==> config.mk <==
export PLATFORM = sky130hd
export DESIGN_NAME = ptp_mii_tsu
export DESIGN_NICKNAME = d
export VERILOG_FILES = /design/src/rtl/ptp_tsu_pkg.sv /design/src/rtl/ptp_time_base.sv /design/src/rtl/mii_ptp_snoop.sv /design/src/rtl/ptp_stamp_slot.sv /design/src/rtl/ptp_mii_tsu.sv
export SDC_FILE = /design/constraint.sdc
export NUM_CORES = 1
export LEC_CHECK = 0
export BUFFER_PORTS_ARGS = -buffer_cell sky130_fd_sc_hd__clkbuf_2
export CAP_MARGIN = 15
export CORE_UTILIZATION = 40
export CTS_CLUSTER_SIZE = 14
export DETAILED_ROUTE_END_ITERATION = 16
export PLACE_DENSITY_LB_ADDON = 0.05
export SLEW_MARGIN = 20
export SYNTH_ARGS = -nofsm -noshare
export SYNTH_HDL_FRONTEND = slang
export SYNTH_HIERARCHICAL = 1
export SYNTH_SLANG_ARGS = --single-unit
==> constraint.sdc <==
create_clock -name clk -period 8.55 [get_ports clk]
set_clock_uncertainty 0.2 [all_clocks]
set_input_delay 2.1375 -clock clk [delete_from_list [all_inputs] [get_ports clk]]
set_output_delay 2.1375 -clock clk [all_outputs]
set_load 0.02 [all_outputs]
==> src/rtl/ptp_tsu_pkg.sv <==
package ptp_tsu_pkg;

    localparam int SEC_W       = 32;
    localparam int NS_W        = 30;
    localparam int NS_PER_SEC  = 1_000_000_000;
    localparam int BIDX_W      = 7;

    localparam logic [15:0] ETYPE_PTP   = 16'h88F7;
    localparam logic [15:0] ETYPE_IPV4  = 16'h0800;
    localparam logic [7:0]  IPV4_VIHL   = 8'h45;
    localparam logic [7:0]  IP_PROTO_UDP = 8'd17;
    localparam logic [15:0] UDP_EVT_PORT = 16'd319;

    localparam int OFS_ETYPE    = 12;
    localparam int OFS_IP       = 14;
    localparam int OFS_IP_PROTO = OFS_IP + 9;
    localparam int OFS_UDP_DST  = OFS_IP + 20 + 2;
    localparam int PTP_BASE_L2  = 14;
    localparam int PTP_BASE_L3  = PTP_BASE_L2 + 28;
    localparam int PTP_SEQ_OFS  = 30;

    typedef struct packed {
        logic [SEC_W-1:0] sec;
        logic [NS_W-1:0]  ns;
    } ptp_time_t;

    typedef struct packed {
        ptp_time_t   ts;
        logic [3:0]  msg_type;
        logic [15:0] seq_id;
    } ptp_stamp_t;

    typedef enum logic [1:0] {ENC_NONE, ENC_L2, ENC_IP, ENC_UDP} ptp_enc_e;
    typedef enum logic [1:0] {PS_IDLE, PS_PRE, PS_BODY, PS_DROP} mii_state_e;

    function automatic logic [BIDX_W-1:0] ptp_base(ptp_enc_e e);
        return (e == ENC_UDP) ? BIDX_W'(PTP_BASE_L3) : BIDX_W'(PTP_BASE_L2);
    endfunction

    function automatic ptp_time_t time_add(ptp_time_t t, logic [NS_W-1:0] step);
        ptp_time_t r;
        logic [NS_W:0] sum;
        sum = {1'b0, t.ns} + {1'b0, step};
        if (sum >= (NS_W+1)'(NS_PER_SEC)) begin
            r.ns  = NS_W'(sum - (NS_W+1)'(NS_PER_SEC));
            r.sec = t.sec + 1'b1;
        end else begin
            r.ns  = sum[NS_W-1:0];
            r.sec = t.sec;
        end
        return r;
    endfunction

endpackage

==> src/rtl/ptp_time_base.sv <==
module ptp_time_base
    import ptp_tsu_pkg::*;
#(
    parameter int TRIM_W  = 4,
    parameter int NS_STEP = 20
) (
    input  logic                     clk,
    input  logic                     rst,
    input  logic                     load,
    input  ptp_time_t                load_val,
    input  logic signed [TRIM_W-1:0] trim,
    output ptp_time_t                now
);

    logic [NS_W-1:0] step;
    assign step = NS_W'(NS_STEP) + {{(NS_W-TRIM_W){trim[TRIM_W-1]}}, trim};

    always_ff @(posedge clk) begin
        if (rst)       now <= '0;
        else if (load) now <= load_val;
        else           now <= time_add(now, step);
    end

    AST_NS_IN_RANGE: assert property (@(posedge clk) disable iff (rst)
        now.ns < NS_W'(NS_PER_SEC));
    AST_SEC_STEP: assert property (@(posedge clk) disable iff (rst)
        !load |=> (now.sec == $past(now.sec) ||
                   now.sec == SEC_W'($past(now.sec) + 1'b1)));
    AST_NS_MOVES: assert property (@(posedge clk) disable iff (rst)
        !load |=> now.ns != $past(now.ns));
    AST_LOAD_TAKES: assert property (@(posedge clk) disable iff (rst)
        load |=> now == $past(load_val));

endmodule

==> src/rtl/mii_ptp_snoop.sv <==
module mii_ptp_snoop
    import ptp_tsu_pkg::*;
(
    input  logic       clk,
    input  logic       rst,
    input  logic       dv,
    input  logic [3:0] nib,
    input  ptp_time_t  now,
    output logic       stamp_vld,
    output ptp_stamp_t stamp
);

    mii_state_e         state;
    logic               first;
    logic               phase;
    logic [3:0]         lo_nib;
    logic [BIDX_W-1:0]  byte_idx;
    ptp_enc_e           enc;
    logic [7:0]         et_hi;
    logic [3:0]         msg_type;
    logic [7:0]         seq_hi;
    ptp_time_t          ts_hold;

    logic [7:0]         cur_byte;
    logic [BIDX_W-1:0]  rel;
    logic               enc_ptp;
    ptp_enc_e           enc_nx;
    logic               hit;

    assign cur_byte = {nib, lo_nib};
    assign enc_ptp  = (enc == ENC_L2) || (enc == ENC_UDP);
    assign rel      = byte_idx - ptp_base(enc);

    always_comb begin
        enc_nx = enc;
        hit    = 1'b0;
        if (byte_idx == BIDX_W'(OFS_ETYPE + 1)) begin
            if ({et_hi, cur_byte} == ETYPE_PTP)       enc_nx = ENC_L2;
            else if ({et_hi, cur_byte} == ETYPE_IPV4) enc_nx = ENC_IP;
            else                                      enc_nx = ENC_NONE;
        end else if (enc == ENC_IP) begin
            if (byte_idx == BIDX_W'(OFS_IP) && cur_byte != IPV4_VIHL)
                enc_nx = ENC_NONE;
            if (byte_idx == BIDX_W'(OFS_IP_PROTO) && cur_byte != IP_PROTO_UDP)
                enc_nx = ENC_NONE;
            if (byte_idx == BIDX_W'(OFS_UDP_DST) && cur_byte != UDP_EVT_PORT[15:8])
                enc_nx = ENC_NONE;
            if (byte_idx == BIDX_W'(OFS_UDP_DST + 1))
                enc_nx = (cur_byte == UDP_EVT_PORT[7:0]) ? ENC_UDP : ENC_NONE;
        end else if (enc_ptp) begin
            if (rel == '0 && cur_byte[3])
                enc_nx = ENC_NONE;
            if (rel == BIDX_W'(PTP_SEQ_OFS + 1))
                hit = 1'b1;
        end
    end

    always_ff @(posedge clk) begin
        stamp_vld <= 1'b0;
        if (rst) begin
            state    <= PS_IDLE;
            first    <= 1'b0;
            phase    <= 1'b0;
            lo_nib   <= '0;
            byte_idx <= '0;
            enc      <= ENC_NONE;
            et_hi    <= '0;
            msg_type <= '0;
            seq_hi   <= '0;
            ts_hold  <= '0;
            stamp    <= '0;
        end else if (!dv) begin
            state <= PS_IDLE;
        end else begin
            unique case (state)
                PS_IDLE: state <= (nib == 4'h5) ? PS_PRE : PS_DROP;
                PS_PRE: begin
                    if (nib == 4'hD) begin
                        state    <= PS_BODY;
                        first    <= 1'b1;
                        phase    <= 1'b0;
                        byte_idx <= '0;
                        enc      <= ENC_NONE;
                    end else if (nib != 4'h5) begin
                        state <= PS_DROP;
                    end
                end
                PS_BODY: begin
                    if (first) begin
                        ts_hold <= now;
                        first   <= 1'b0;
                    end
                    phase <= ~phase;
                    if (!phase) begin
                        lo_nib <= nib;
                    end else begin
                        if (byte_idx != '1) byte_idx <= byte_idx + 1'b1;
                        enc <= enc_nx;
                        if (byte_idx == BIDX_W'(OFS_ETYPE)) et_hi <= cur_byte;
                        if (enc_ptp && rel == '0) msg_type <= cur_byte[3:0];
                        if (enc_ptp && rel == BIDX_W'(PTP_SEQ_OFS)) seq_hi <= cur_byte;
                        if (hit) begin
                            stamp_vld <= 1'b1;
                            stamp     <= '{ts: ts_hold, msg_type: msg_type,
                                           seq_id: {seq_hi, cur_byte}};
                        end
                    end
                end
                default: ;
            endcase
        end
    end

    AST_STAMP_IN_FRAME: assert property (@(posedge clk) disable iff (rst)
        stamp_vld |-> $past(dv) && $past(state) == PS_BODY);
    AST_EVENT_ONLY: assert property (@(posedge clk) disable iff (rst)
        stamp_vld |-> !stamp.msg_type[3]);
    AST_ACT_ONE_SHOT: assert property (@(posedge clk) disable iff (rst)
        stamp_vld |=> !stamp_vld);

endmodule

==> src/rtl/ptp_stamp_slot.sv <==
module ptp_stamp_slot
    import ptp_tsu_pkg::*;
(
    input  logic       clk,
    input  logic       rst,
    input  logic       wr_vld,
    input  ptp_stamp_t wr_stamp,
    input  logic       release_i,
    output logic       full,
    output logic       ovf,
    output ptp_stamp_t held
);

    always_ff @(posedge clk) begin
        if (rst) begin
            full <= 1'b0;
            ovf  <= 1'b0;
            held <= '0;
        end else begin
            if (wr_vld) begin
                held <= wr_stamp;
                full <= 1'b1;
                if (full && !release_i) ovf <= 1'b1;
                else if (release_i)     ovf <= 1'b0;
            end else if (release_i) begin
                full <= 1'b0;
                ovf  <= 1'b0;
            end
        end
    end

    AST_NO_OVF_WHEN_EMPTY: assert property (@(posedge clk) disable iff (rst)
        ovf |-> full);
    AST_FULL_FROM_STAMP: assert property (@(posedge clk) disable iff (rst)
        $rose(full) |-> $past(wr_vld));
    AST_RELEASE_EMPTIES: assert property (@(posedge clk) disable iff (rst)
        release_i && !wr_vld |=> !full);

endmodule

==> src/rtl/ptp_mii_tsu.sv <==
module ptp_mii_tsu
    import ptp_tsu_pkg::*;
#(
    parameter int ADDR_W  = 4,
    parameter int DATA_W  = 32,
    parameter int TRIM_W  = 4,
    parameter int NS_STEP = 20
) (
    input  logic              clk,
    input  logic              rst,
    input  logic              rx_dv,
    input  logic [3:0]        rx_d,
    input  logic              tx_en,
    input  logic [3:0]        tx_d,
    input  logic              host_wr,
    input  logic              host_rd,
    input  logic [ADDR_W-1:0] host_addr,
    input  logic [DATA_W-1:0] host_wdata,
    output logic [DATA_W-1:0] host_rdata,
    output logic              irq,
    output logic              rx_act,
    output logic              tx_act
);

    localparam int NDIR       = 2;
    localparam int ADR_STATUS = 0;
    localparam int ADR_SEC    = 1;
    localparam int ADR_NS     = 2;
    localparam int ADR_TRIM   = 3;
    localparam int ADR_SLOT0  = 8;
    localparam int SLOT_STRIDE = 4;
    localparam int INFO_OFS   = 2;

    logic [NDIR-1:0]        dv_a;
    logic [3:0]             nib_a [NDIR];
    logic [NDIR-1:0]        commit;
    ptp_stamp_t             cstamp [NDIR];
    logic [NDIR-1:0]        full, ovf, rel_slot;
    ptp_stamp_t             held [NDIR];

    ptp_time_t                now, load_val;
    logic                     load;
    logic [SEC_W-1:0]         sec_stage;
    logic signed [TRIM_W-1:0] trim;
    logic                     trim_ok;
    logic [DATA_W-1:0]        rd_mux;

    assign dv_a[0]  = rx_dv;
    assign dv_a[1]  = tx_en;
    assign nib_a[0] = rx_d;
    assign nib_a[1] = tx_d;

    assign load = host_wr && host_addr == ADDR_W'(ADR_NS);
    assign load_val.sec = sec_stage;
    assign load_val.ns  = (host_wdata >= DATA_W'(NS_PER_SEC)) ? '0 : host_wdata[NS_W-1:0];

    assign trim_ok = (host_wdata[DATA_W-1:TRIM_W-1] == '0) ||
                     (host_wdata[DATA_W-1:TRIM_W-1] == '1);

    always_ff @(posedge clk) begin
        if (rst) begin
            sec_stage <= '0;
            trim      <= '0;
        end else if (host_wr) begin
            if (host_addr == ADDR_W'(ADR_SEC)) sec_stage <= host_wdata[SEC_W-1:0];
            if (host_addr == ADDR_W'(ADR_TRIM) && trim_ok) trim <= host_wdata[TRIM_W-1:0];
        end
    end

    ptp_time_base #(.TRIM_W(TRIM_W), .NS_STEP(NS_STEP)) u_time (
        .clk(clk), .rst(rst), .load(load), .load_val(load_val),
        .trim(trim), .now(now)
    );

    for (genvar d = 0; d < NDIR; d++) begin : g_dir
        assign rel_slot[d] = host_rd &&
            host_addr == ADDR_W'(ADR_SLOT0 + SLOT_STRIDE*d + INFO_OFS);

        mii_ptp_snoop u_snoop (
            .clk(clk), .rst(rst), .dv(dv_a[d]), .nib(nib_a[d]), .now(now),
            .stamp_vld(commit[d]), .stamp(cstamp[d])
        );

        ptp_stamp_slot u_slot (
            .clk(clk), .rst(rst), .wr_vld(commit[d]), .wr_stamp(cstamp[d]),
            .release_i(rel_slot[d]), .full(full[d]), .ovf(ovf[d]), .held(held[d])
        );
    end

    always_comb begin
        rd_mux = '0;
        if (host_addr >= ADDR_W'(ADR_SLOT0)) begin
            unique case (host_addr[1:0])
                2'd0: rd_mux = DATA_W'(held[host_addr[2]].ts.sec);
                2'd1: rd_mux = DATA_W'(held[host_addr[2]].ts.ns);
                2'd2: rd_mux = DATA_W'({held[host_addr[2]].msg_type,
                                        held[host_addr[2]].seq_id});
                default: rd_mux = '0;
            endcase
        end else begin
            case (host_addr)
                ADDR_W'(ADR_STATUS): rd_mux = DATA_W'({ovf[1], full[1], ovf[0], full[0]});
                ADDR_W'(ADR_SEC):    rd_mux = DATA_W'(sec_stage);
                ADDR_W'(ADR_TRIM):   rd_mux = {{(DATA_W-TRIM_W){trim[TRIM_W-1]}}, trim};
                default:             rd_mux = '0;
            endcase
        end
    end

    always_ff @(posedge clk) begin
        if (rst)          host_rdata <= '0;
        else if (host_rd) host_rdata <= rd_mux;
    end

    assign irq    = |full;
    assign rx_act = commit[0];
    assign tx_act = commit[1];

    AST_IRQ_NEEDS_SLOT: assert property (@(posedge clk) disable iff (rst)
        $rose(irq) |-> $past(commit != '0));
    AST_TRIM_RANGE_KEPT: assert property (@(posedge clk) disable iff (rst)
        host_wr && host_addr == ADDR_W'(ADR_TRIM) && !trim_ok |=> $stable(trim));

endmodule

# --- Yosys cells after proc, flatten, opt, wreduce, memory -nomap -nowiden ---
# Index checks and enable logic that the tools add are counted.
totals:
  reg_bits: 662
  output_inout_bits: 35
op_classes:
  add_sub_neg: 8
  magnitude_cmp: 4
  eq_ne: 68
  muxes: 83
  n_bitwise: 7
  n_reduce_logical: 64
op_table:
  columns: ["cell", "n"]
  rows:
  - ["82-bit 2-to-1 mux", 3]
  - ["32-bit one-hot mux with 3 select lines", 2]
  - ["62-bit 2-to-1 mux", 2]
  - ["2-bit 2-to-1 mux", 32]
  - ["7-bit by 4-bit equality test with 1-bit output (second input constant)", 6]
  - ["7-bit by 5-bit equality test with 1-bit output (second input constant)", 6]
  - ["7-bit 2-to-1 mux", 6]
  - ["32-bit by 1-bit adder with 32-bit output (second input constant)", 1]
  - ["16-bit by 12-bit equality test with 1-bit output (second input constant)", 2]
  - ["16-bit equality test (second input constant)", 2]
  - ["32-bit by 30-bit greater-or-equal comparator with 1-bit output (second input constant)", 1]
  - ["32-bit 2-to-1 mux", 1]
  - ["4-bit AND reduction", 8]
  - ["30-bit by 30-bit adder with 31-bit output", 1]
  - ["31-bit by 30-bit greater-or-equal comparator with 1-bit output (second input constant)", 1]
  - ["30-bit 2-to-1 mux", 1]
  - ["30-bit subtractor (second input constant)", 1]
  - ["29-bit equality test (second input constant)", 1]
  - ["29-bit zero test", 1]
  - ["7-bit by 6-bit equality test with 1-bit output (second input constant)", 4]
  - ["7-bit one-hot mux with 2 select lines", 2]
  - ["1-bit 2-to-1 mux", 24]
  - ["1-bit logical AND", 18]
  - ["3-bit AND reduction", 6]
  - ["37 further kinds", 102]

# --- Longest topological paths before layout ---
# Gate-level depths: netlist (run 1).
logic_depth:
  ltp_word: 11
  ltp_mapped: 18
  mapped_depth_nobuf: 15

# --- By module ---
# Netlist (run 1), hierarchy kept.
by_module_without_submodules:
  columns: ["mod", "instances", "cells_each", "area_per_inst_um2", "seq_area_each_um2"]
  rows:
  - ["mii_ptp_snoop", 2, 781, 7161.9, 3643.5]
  - ["ptp_stamp_slot", 2, 272, 3039.2, 1681.6]
  - ["ptp_mii_tsu", 1, 556, 4499.3, 1361.3]
  - ["ptp_time_base", 1, 561, 4399.2, 1241.2]

# --- Worst setup path before layout (run 1) ---
# No wires, ideal clock.
synth_path:
  kind: "in2reg"
  start: "input host_addr[0]"
  end: "register, netlist name u_time/now[21]"
  setup_time_ps: 115
  arrival_ps: 3879
  required_ps: 8235
  path_slack_ps: 4356
  stages: 10
  cell_sequence: "buf_2 nor2b_1 buf_2 buf_4 buf_2 and3_1 clkbuf_1 clkbuf_1 o21ai_0 and2_1"
synth_via:
  elab_chain_cells: 3
synth_lines:
  columns: ["element", "line_no", "source"]
  rows:
  - ["from (decl)", "ptp_mii_tsu.sv:17", "input logic [ADDR_W-1:0] host_addr,"]
  - ["4-bit by 2-bit equality test with 1-bit output", "ptp_mii_tsu.sv:53", "assign load = host_wr && host_addr == ADDR_W'(ADR_NS);"]
  - ["1-bit logical AND", "ptp_mii_tsu.sv:53", null]
  - ["net load", "ptp_mii_tsu.sv:42", "logic load;"]
  - ["62-bit 2-to-1 mux", "ptp_time_base.sv:20", "else if (load) now <= load_val;"]
# The timed path passes the listed nets, and every way through them passes these cells.
# A chain may end at the register's enable or synchronous reset.

# --- Worst setup path after layout (run 1) ---
layout_path:
  start: "register, netlist name u_time/now[0]"
  end: "register, netlist name u_time/now[22]"
layout_via:
  elab_chain_cells: 4
  word_cells_on_any_way: 5
layout_lines:
  columns: ["element", "line_no", "source"]
  rows:
  - ["30-bit by 30-bit adder with 31-bit output *", "ptp_tsu_pkg.sv:43", "sum = {1'b0, t.ns} + {1'b0, step};"]
  - ["30-bit subtractor / 31-bit by 30-bit greater-or-equal comparator with 1-bit output (equally long branches)", "ptp_tsu_pkg.sv:45, ptp_tsu_pkg.sv:44", null]
  - ["62-bit 2-to-1 mux *", "ptp_tsu_pkg.sv:44", "if (sum >= (NS_W+1)'(NS_PER_SEC)) begin"]
  - ["62-bit 2-to-1 mux *", "ptp_time_base.sv:20", null]
# Every way passes the cells marked *; elsewhere a longest branch is shown, timed or not. The select of a mux whose other input is x is not followed.

==> results of run 1 <==
[flip-flops by register name, summed over array words and instances, names as in the netlist]
register	flops
g_dir.u_snoop/stamp_vld	2
g_dir.u_snoop/et_hi	16
g_dir.u_snoop/first	2
trim	4
g_dir.u_snoop/lo_nib	8
g_dir.u_snoop/byte_idx	14
g_dir.u_slot/held	164
g_dir.u_snoop/seq_hi	16
g_dir.u_snoop/state	4
host_rdata	32
g_dir.u_slot/ovf	2
u_time/now	62
g_dir.u_snoop/msg_type	8
g_dir.u_snoop/phase	2
g_dir.u_snoop/stamp	164
g_dir.u_snoop/enc	4
sec_stage	32
g_dir.u_snoop/ts_hold	124
g_dir.u_slot/full	2
[layer usage]
metal / up-vias / track usage (%) / part of all wire [%]
met2: 562 / 39.18 / 45
met3: 108 / 3.708 / 4.6
met1: 11340 / 36.02 / 49
met4: 4 / 4.997 / 1.5
met5: - / 0 / 0.033
li1: 11050 / - / -
[per-stage QoR]
step / std cells / utilization (%) / hold slack (ns) / instance area [um^2] / power [mW]
2_1_floorplan: 3223 / - / 0.2271 / 29300 / 3.367
6_report: 4183 / 44.90 / 0.2507 / 32320 / 6.829
4_1_cts: 4183 / 44.90 / 0.2534 / 32310 / 6.908
3_3_place_gp: 4046 / 41.22 / 0.2372 / 29670 / 3.483
3_5_place_dp: 4046 / 41.23 / 0.2447 / 29680 / 3.484
5_1_grt: 4183 / 44.90 / 0.2718 / 32320 / 7.058
[area by class of cell]
class / instances / area share [%]
repair buffers: 117 / 2.137
inverters: 28 / 0.3252
flip-flops and latches: 662 / 41.03
multi-input cells: 2289 / 44.66
well taps: 950 / 3.678
clock buffers: 120 / 7.240
clock inverters: 17 / 0.9253
[worst max-delay path, cell delays in order, from the launching register on]
cell and delay [ns]:
dfxtp_1 0.33, ha_1 0.26, fa_1 0.45, a211o_1 0.33
a21o_1 0.46, a211oi_2 0.42, ha_1 0.24, o21bai_1 0.15
nand2_1 0.18, a311oi_2 0.59, a21o_1 0.76, a211o_1 0.20
a2111oi_0 0.09, a311o_1 0.29
[synthesized netlist by cell type, drive strengths merged, types with 45 or more instances]
master / count
mux2i: 388
o21ai: 46
nand2: 446
dfxtp: 662
clkbuf: 146
xor2: 48
a211oi: 45
nor3: 45
buf: 98
nand3: 59
nor2: 489
a21oi: 226
[worst max path at each step]
stage | to | startpoint | slack (ns) | cells past startpoint
after detailed placement | u_time/now[14] | host_addr[1] | 3.19 | 9
after CTS | u_time/now[22] | u_time/now[0] | 3.52 | 13
final | u_time/now[22] | u_time/now[0] | 3.47 | 13
after global routing | u_time/now[22] | trim[2] | 3.19 | 14
after floorplan | u_time/now[21] | host_addr[0] | 4.36 | 10
after global placement | host_rdata[0] | host_addr[2] | 3.01 | 8
[kinds of logic after synthesis]
| family | count (synthesis) |
|---|---|
| fa+ha+maj | 21 |
| simple gates | 1275 |
| xor+xnor | 80 |
| buf+inv | 272 |
| flops | 662 |
| compound gates | 497 |
| mux | 416 |
[power breakdown]
| group | internal (mW) | switching (mW) |
|---|---|---|
| Combinational | 0.0726 | 0.212 |
| Clock | 2.11 | 1.30 |
| Sequential | 3.10 | 0.0292 |
==> reports/results.txt, run 1 <==
achievable clock frequency: 196.8 MHz
critical path capture point type: flop
crit path setup slack, layout: 3.468 ns
clock tree from TritonCTS: done
Worst IR Drop VDD: 0.1443 mV
worst reg2reg endpoint: u_time/now[22]
Tightest Pin Transition: 1.091 ns
primary flip-flop cell chosen by synthesis mapping: dfxtp_1
standard cell core area: 71,980 um^2
setup repair bufs after CTS: 0
GP Congestion: 0.8655
most frequent cells in the layout: dfxtp_1 (660), nor2_1 (487), nand2_1 (435)
dominant combinational cell family by area after synthesis: simple AND/OR/NAND/NOR gates
number of clock sinks: 662
number of DRC violations after detailed routing: 0
area of combinational cells with multiple inputs: 14,430 um^2
pre-CTS setup slack: 3.187 ns
number of nets in the finished design: 3,244
beginning of the worst hold path: g_dir[0].u_snoop/et_hi[4]
synthesized area: 29,300 um^2
HP Class: reg2reg
initial core utilization: 40.71%
area of the die: 74,340 um^2
cell depth of the worst min-delay path: 2
count of flip-flops with a built-in enable after synthesis: 0
worst r2r src: u_time/now[0]
number of buffers created by CTS: 75
number of search-and-repair iterations in the first detailed-routing pass: 5
Max H-tree Level: 3
final hold violation count: 0
largest cells by area after synthesis: dfxtp_1 (45%), mux2i_1 (13%), nor2_1 (6.3%)
setup tns final: 0 ns
flip-flop and latch count after synthesis: 662
mean number of vias per cell: 5.515
most common cell after layout, fill and taps aside: dfxtp_1
via count of the first global-routing pass: 22,150
number of placed I/O pins: 85
largest net degree at the start of global routing: 192
clock transition at the registers of the reported paths: 0.06 ns
# rows: 98
drt wl/cell: 22.31 um
destination of the worst hold path: g_dir[0].u_snoop/et_hi[4]
gate count after technology mapping: 3,223
setup repair after global routing missed its margin: no
Yosys warnings: 6
Adder-Cell Fraction of Synth Area: 0.9224%
final WL: 93.32 mm
CTS-repair resized insts: 0
biggest area consumer among synthesized cells: dfxtp_1
Async S/R FF share, synth: 0%
number of vias after detailed routing: 23,070
Distinct cells, synth: 90
number of antenna violations at the first check in global routing: 3
max_slew headroom: 27.25%
insertion delay to the later sink of the worst-skew pair: 0.61 ns
area share of the largest cell type after synthesis: 45.23%
global route overflow: 0
post-synthesis net count: 3,294
crit start category: flop
register area: 13,260 um^2
count of filler cells inserted in the layout: 7,016
HPWL Detailed: 60.47 mm
GR Util All Layers: 24.92%
reg2reg path depth: 13
maximum fanout along the worst path: 18
r2r setup slk: 3.47 ns
share of synthesized area spent on multiplexers: 14.72%
Ant. Diodes: 0
fraction of the cycle the final worst path needs: 59.44%
Clk Tree Root Cell: clkbuf_16
Chip Width: 272.7 um
global-route wire length before repair: 142.5 mm
total setup violations reported at the end of the flow: 0
max-capacitance violation count: 0
antenna-violating nets left: 0
layout overhead on the synthesized area: 10.30%
outcome: finished clean
ratio of cells with drive above 1 in the final layout: 10.52%
fraction of the mapped netlist area in simple logic gates: 19.53%
pwr dens: 211.3 nW/um^2
clock buffer depth: 3
Worst Path Arrival: 5.37 ns
drt first-iter violations: 1,681
critical path type: reg2reg
xor/xnor share of the synthesized area: 2.391%
time the final worst path needs with I/O delays and setup: 5.082 ns
leak pwr: 10.88 nW
total count of max-transition violations in the final report: 0
cts hold-fix bufs: 0
chip height: 272.7 um
Synth Area per Inst: 9.091 um^2
share of the synthesized area in compound gates (AO/OA/AOI/OAI): 11.53%
portion of the post-synthesis area used by sequential elements: 45.23%
data required time of the critical path: 8.84 ns
total of buffers placed on input and output ports: 84
Note: power is estimated with default switching activity, not from simulation.
==> run 2, diff against run 1 <==
- clock period: 8.55 -> 4.6 ns (I/O delays scaled with it)
==> reports/results.txt, run 2 (synthesis results as in run 1) <==
clock transition at the registers of the reported paths: 0.06 ns
Worst IR Drop VDD: 0.2954 mV
area of combinational cells with multiple inputs: 14,430 um^2
fraction of the cycle the final worst path needs: 94.94%
HP Class: reg2reg
Chip Width: 272.7 um
initial core utilization: 40.71%
number of vias after detailed routing: 23,090
number of search-and-repair iterations in the first detailed-routing pass: 5
GR Util All Layers: 24.54%
HPWL Detailed: 61.05 mm
total of buffers placed on input and output ports: 84
max-capacitance violation count: 0
number of antenna violations at the first check in global routing: 1
clock group share of total power: 48.4%
critical path type: reg2reg
most common cell after layout, fill and taps aside: dfxtp_1
data required time of the critical path: 4.91 ns
count of filler cells inserted in the layout: 7,004
global-route wire length before repair: 139.7 mm
number of DRC violations after detailed routing: 0
critical path capture point type: flop
Worst Path Arrival: 4.68 ns
maximum fanout along the worst path: 8
crit start category: flop
register area: 13,260 um^2
max_slew headroom: 24.07%
setup tns final: 0 ns
crit path setup slack, layout: 0.2326 ns
Clk Tree Root Cell: clkbuf_16
Setup crit start: trim[2]
Max H-tree Level: 3
total setup violations reported at the end of the flow: 0
drt first-iter violations: 1,801
clock buffer depth: 3
most frequent cells in the layout: dfxtp_1 (660), nor2_1 (488), nand2_1 (436)
worst r2r src: trim[2]
switching power: 2.912 mW
setup repair after global routing missed its margin: no
Tightest Pin Transition: 1.139 ns
via count of the first global-routing pass: 22,120
leak pwr: 10.99 nW
clock tree from TritonCTS: done
number of nets in the finished design: 3,280
time the final worst path needs with I/O delays and setup: 4.367 ns
largest net degree at the start of global routing: 192
number of placed I/O pins: 85
global route overflow: 0
proportion of total power due to net switching: 23.57%
standard cell core area: 71,980 um^2
outcome: finished clean
# rows: 98
insertion delay to the later sink of the worst-skew pair: 0.62 ns
layout overhead on the synthesized area: 11.02%
mean number of vias per cell: 5.472
sequential cell fraction of total power: 47.2%
number of buffers created by CTS: 76
GP Congestion: 0.8538
antenna-violating nets left: 0
chip height: 272.7 um
beginning of the worst hold path: g_dir[0].u_snoop/et_hi[4]
pre-CTS setup slack: 0.2848 ns
number of clock sinks: 662
final hold violation count: 0
total count of max-transition violations in the final report: 0
achievable clock frequency: 229.0 MHz
area of the die: 74,340 um^2
Int Power: 9.444 mW
setup repair bufs after CTS: 0
ratio of cells with drive above 1 in the final layout: 11.29%
final WL: 92.58 mm
share of total power in combinational logic: 4.4%
drt wl/cell: 21.94 um
pwr dens: 379.9 nW/um^2
Top Registers: g_dir.u_slot/held: 164 flops, g_dir.u_snoop/stamp: 164 flops, g_dir.u_snoop/ts_hold: 124 flops
run 2: cell count changes in the layout (fill, tap and decap cells not counted), sizes merged:
cell	delta
buf	+35
bufinv	-6
clkbuf	-2
clkinv	+6
clkinvlp	+1
diode	+2
inv	+1
run 2: repair_timing:
| action | CTS | global route |
|---|---|---|
| hold buffers | 0 | 0 |
| gates resized for setup | 0 | 2 |
| setup endpoints to repair | 0 | 3 |
run 2: per-layer routing:
| layer | part of all wire [%] | vias up | global-route usage, % |
|---|---|---|---|
| met5 | 0 | - | 0 |
| met4 | 1.8 | 0 | 5.884 |
| li1 | - | 11140 | - |
| met3 | 3.9 | 109 | 2.548 |
| met1 | 50 | 11320 | 35.93 |
| met2 | 44 | 524 | 38.40 |
run 2: through the flow:
step	total power [mW]	util (%)	instance area [um^2]	std cells	hold slack, ns
5_1_grt	12.79	45.19	32520	4218	0.2605
3_5_place_dp	6.492	41.74	30040	4081	0.2462
6_report	12.36	45.20	32530	4220	0.2534
4_1_cts	12.50	45.17	32510	4218	0.2539
2_1_floorplan	6.258	-	29300	3223	0.2271
3_3_place_gp	6.488	41.74	30040	4081	0.2386
run 2: critical path, stage by stage (launching register included):
cell,delay [ns]
dfxtp_1,0.36
inv_1,0.07
ha_1,0.27
inv_1,0.04
ha_1,0.35
o211ai_2,0.15
o21a_1,0.23
xnor2_1,0.15
or4_4,0.57
a2111oi_4,0.38
a41oi_2,0.30
a21o_1,0.29
buf_4,0.18
nor4_1,0.36
xnor2_1,0.11
a211oi_1,0.24
run 2: layout make-up:
class,instances,area share [%]
Multi-Input combinational cell,2289,44.37
Clock inverter,19,0.6077
Clock buffer,118,6.989
Antenna cell,2,0.01539
Tap cell,950,3.654
Sequential cell,662,40.76
Timing Repair Buffer,152,3.277
Inverter,28,0.3231
run 2: power groups by stage:
stage               clock network, mW  registers, mW  logic (mW)
global placement                    0           5.95       0.537
global route                     6.38           5.83       0.581
floorplan                           0           5.94       0.320
finish                           5.99           5.83       0.544
detailed placement                  0           5.95       0.540
CTS                              6.13           5.83       0.542
run 2: final timing paths:
kind	end	slack [ns]	cells past startpoint
worst max register to register	u_time/now[51]	0.23	15
worst min-delay path	g_dir[0].u_snoop/et_hi[4]	0.25	2
worst max-delay path	u_time/now[51]	0.23	15
worst min register to register	g_dir[0].u_snoop/et_hi[4]	0.25	2
==> run 3, diff against run 2 <==
- BUFFER_PORTS_ARGS: -buffer_cell sky130_fd_sc_hd__clkbuf_2 -> -buffer_cell sky130_fd_sc_hd__buf_4
==> reports/results.txt, run 3 (synthesis results as in run 1) <==
GP Congestion: 0.8631
Max H-tree Level: 3
global route overflow: 0
number of DRC violations after detailed routing: 0
total of buffers placed on input and output ports: 84
Crit path buffers/inverters: 1
count of non-filler cells in the finished layout: 4,206
leak pwr: 11.02 nW
via count of the first global-routing pass: 22,370
outcome: finished clean
Non-Filler Cell Area, Final: 32,670 um^2
drt first-iter violations: 1,713
max-capacitance violation count: 0
cell family with the largest share of critical-path delay: compound AO/OA/AOI/OAI gates
HP Class: reg2reg
global-route wire length before repair: 139.8 mm
layout overhead on the synthesized area: 11.49%
Worst IR Drop VDD: 0.2654 mV
Clk Tree Root Cell: clkbuf_16
share of total power in combinational logic: 4.6%
clock tree from TritonCTS: done
achievable clock frequency: 225.0 MHz
critical path, cell by cell: ha_1 > fa_1 > a211o_1 > a21o_2 > a211oi_2 > buf_4 > o2bb2ai_1 > a21oi_1 > o21ai_0 > a21boi_0 > a211o_1 > a2111oi_0 > a311o_1
ratio of cells with drive above 1 in the final layout: 11.43%
fin util: 45.38%
insertion delay to the later sink of the worst-skew pair: 0.63 ns
critical path type: reg2reg
Top cell by count, worst path: a211o_1
area of the die: 74,340 um^2
pwr dens: 377.1 nW/um^2
standard cell core area: 71,980 um^2
max_slew headroom: 28.34%
proportion of total power due to net switching: 23.88%
slowest CP cell: a2111oi_0
number of buffers created by CTS: 77
number of antenna violations at the first check in global routing: 1
fraction of the cycle the final worst path needs: 96.62%
most common cell after layout, fill and taps aside: dfxtp_1
number of placed I/O pins: 85
cts hold-fix bufs: 0
Chip Width: 272.7 um
mean number of vias per cell: 5.482
data required time of the critical path: 4.97 ns
dpl cells: 4,076
Tightest Pin Transition: 1.075 ns
most frequent cells in the layout: dfxtp_1 (660), nor2_1 (487), nand2_1 (436)
critical path capture point type: flop
drt wl/cell: 21.83 um
number of nets in the finished design: 3,276
stage delay of the slowest cell on the critical path: 0.52 ns
cell area reported after detailed placement: 30,230 um^2
total setup violations reported at the end of the flow: 0
count of filler cells inserted in the layout: 6,931
total count of max-transition violations in the final report: 0
antenna-violating nets left: 0
chip height: 272.7 um
switching power: 2.942 mW
clock transition at the registers of the reported paths: 0.06 ns
time the final worst path needs with I/O delays and setup: 4.445 ns
GR Util All Layers: 24.49%
Top Registers: g_dir.u_slot/held: 164 flops, g_dir.u_snoop/stamp: 164 flops, g_dir.u_snoop/ts_hold: 124 flops
Worst Path Arrival: 4.81 ns
sequential cell fraction of total power: 47.3%
clock group share of total power: 48.2%
final hold violation count: 0
Ant. Diodes: 0
initial core utilization: 40.71%
largest net degree at the start of global routing: 211
maximum fanout along the worst path: 12
clock buffer depth: 3
setup tns final: 0 ns
setup repair after global routing missed its margin: no
crit start category: flop
final WL: 91.82 mm
Int Power: 9.377 mW
# rows: 98
number of search-and-repair iterations in the first detailed-routing pass: 5
number of vias after detailed routing: 23,060
number of clock sinks: 662
HPWL Detailed: 60.97 mm
## run 3: tightest hold or removal path: stages, from the launching register on
cell     delay, ns
dfxtp_1       0.31
nand2_1       0.05
a21oi_1       0.05
## run 3: area by class of cell
type / instances / area [um^2] / share of cell area [%]
Timing Repair Buffer: 147 / 1249 / 3.823
Inverter: 28 / 105.1 / 0.3217
Sequential cell: 662 / 13260 / 40.59
Tap cell: 950 / 1189 / 3.639
Clock inverter: 31 / 311.5 / 0.9537
Multi-Input combinational cell: 2289 / 14430 / 44.18
Clock buffer: 99 / 2120 / 6.488
## run 3: per-layer routing
metal  vias to the layer above  GRT usage (%)  wire, um
li1                      11110              -         -
met2                       574          38.72     41390
met4                         0          5.855      1707
met1                     11270          34.80     44530
met5                         -              0         0
met3                       102          3.734      4184
## run 3: through the flow
stage | hold WS (ns) | power [mW] | worst slack (ns)
final | 0.2517 | 12.32 | 0.1554
after global routing | 0.2703 | 12.75 | 0.009050
after CTS | 0.2527 | 12.48 | 0.2123
after detailed placement | 0.2460 | 6.510 | 0.2618
after global placement | 0.2357 | 6.506 | 0.2718
after floorplan | 0.2271 | 6.258 | 0.6160
## run 3: final timing paths
path,from,to,slack (ns),cells after the start
worst max-delay path,trim[0],u_time/now[22],0.16,13
worst min register to register,g_dir[1].u_snoop/et_hi[4],g_dir[1].u_snoop/et_hi[4],0.25,2
worst max register to register,trim[0],u_time/now[22],0.16,13
worst min-delay path,g_dir[1].u_snoop/et_hi[4],g_dir[1].u_snoop/et_hi[4],0.25,2
## run 3: repair_timing
item / in CTS / in global routing
endpoints found under the hold margin: 0 / 0
endpoints found under the setup margin: 0 / 3
resized for setup: 0 / 3
setup buffers: 0 / 0
## run 3: power by group through the flow
stage	Combinational, mW	Clock [mW]	Sequential, mW
finish	0.563	5.93	5.82
global route	0.603	6.33	5.82
detailed placement	0.561	0	5.95
global placement	0.558	0	5.95
floorplan	0.320	0	5.94
CTS	0.563	6.09	5.82
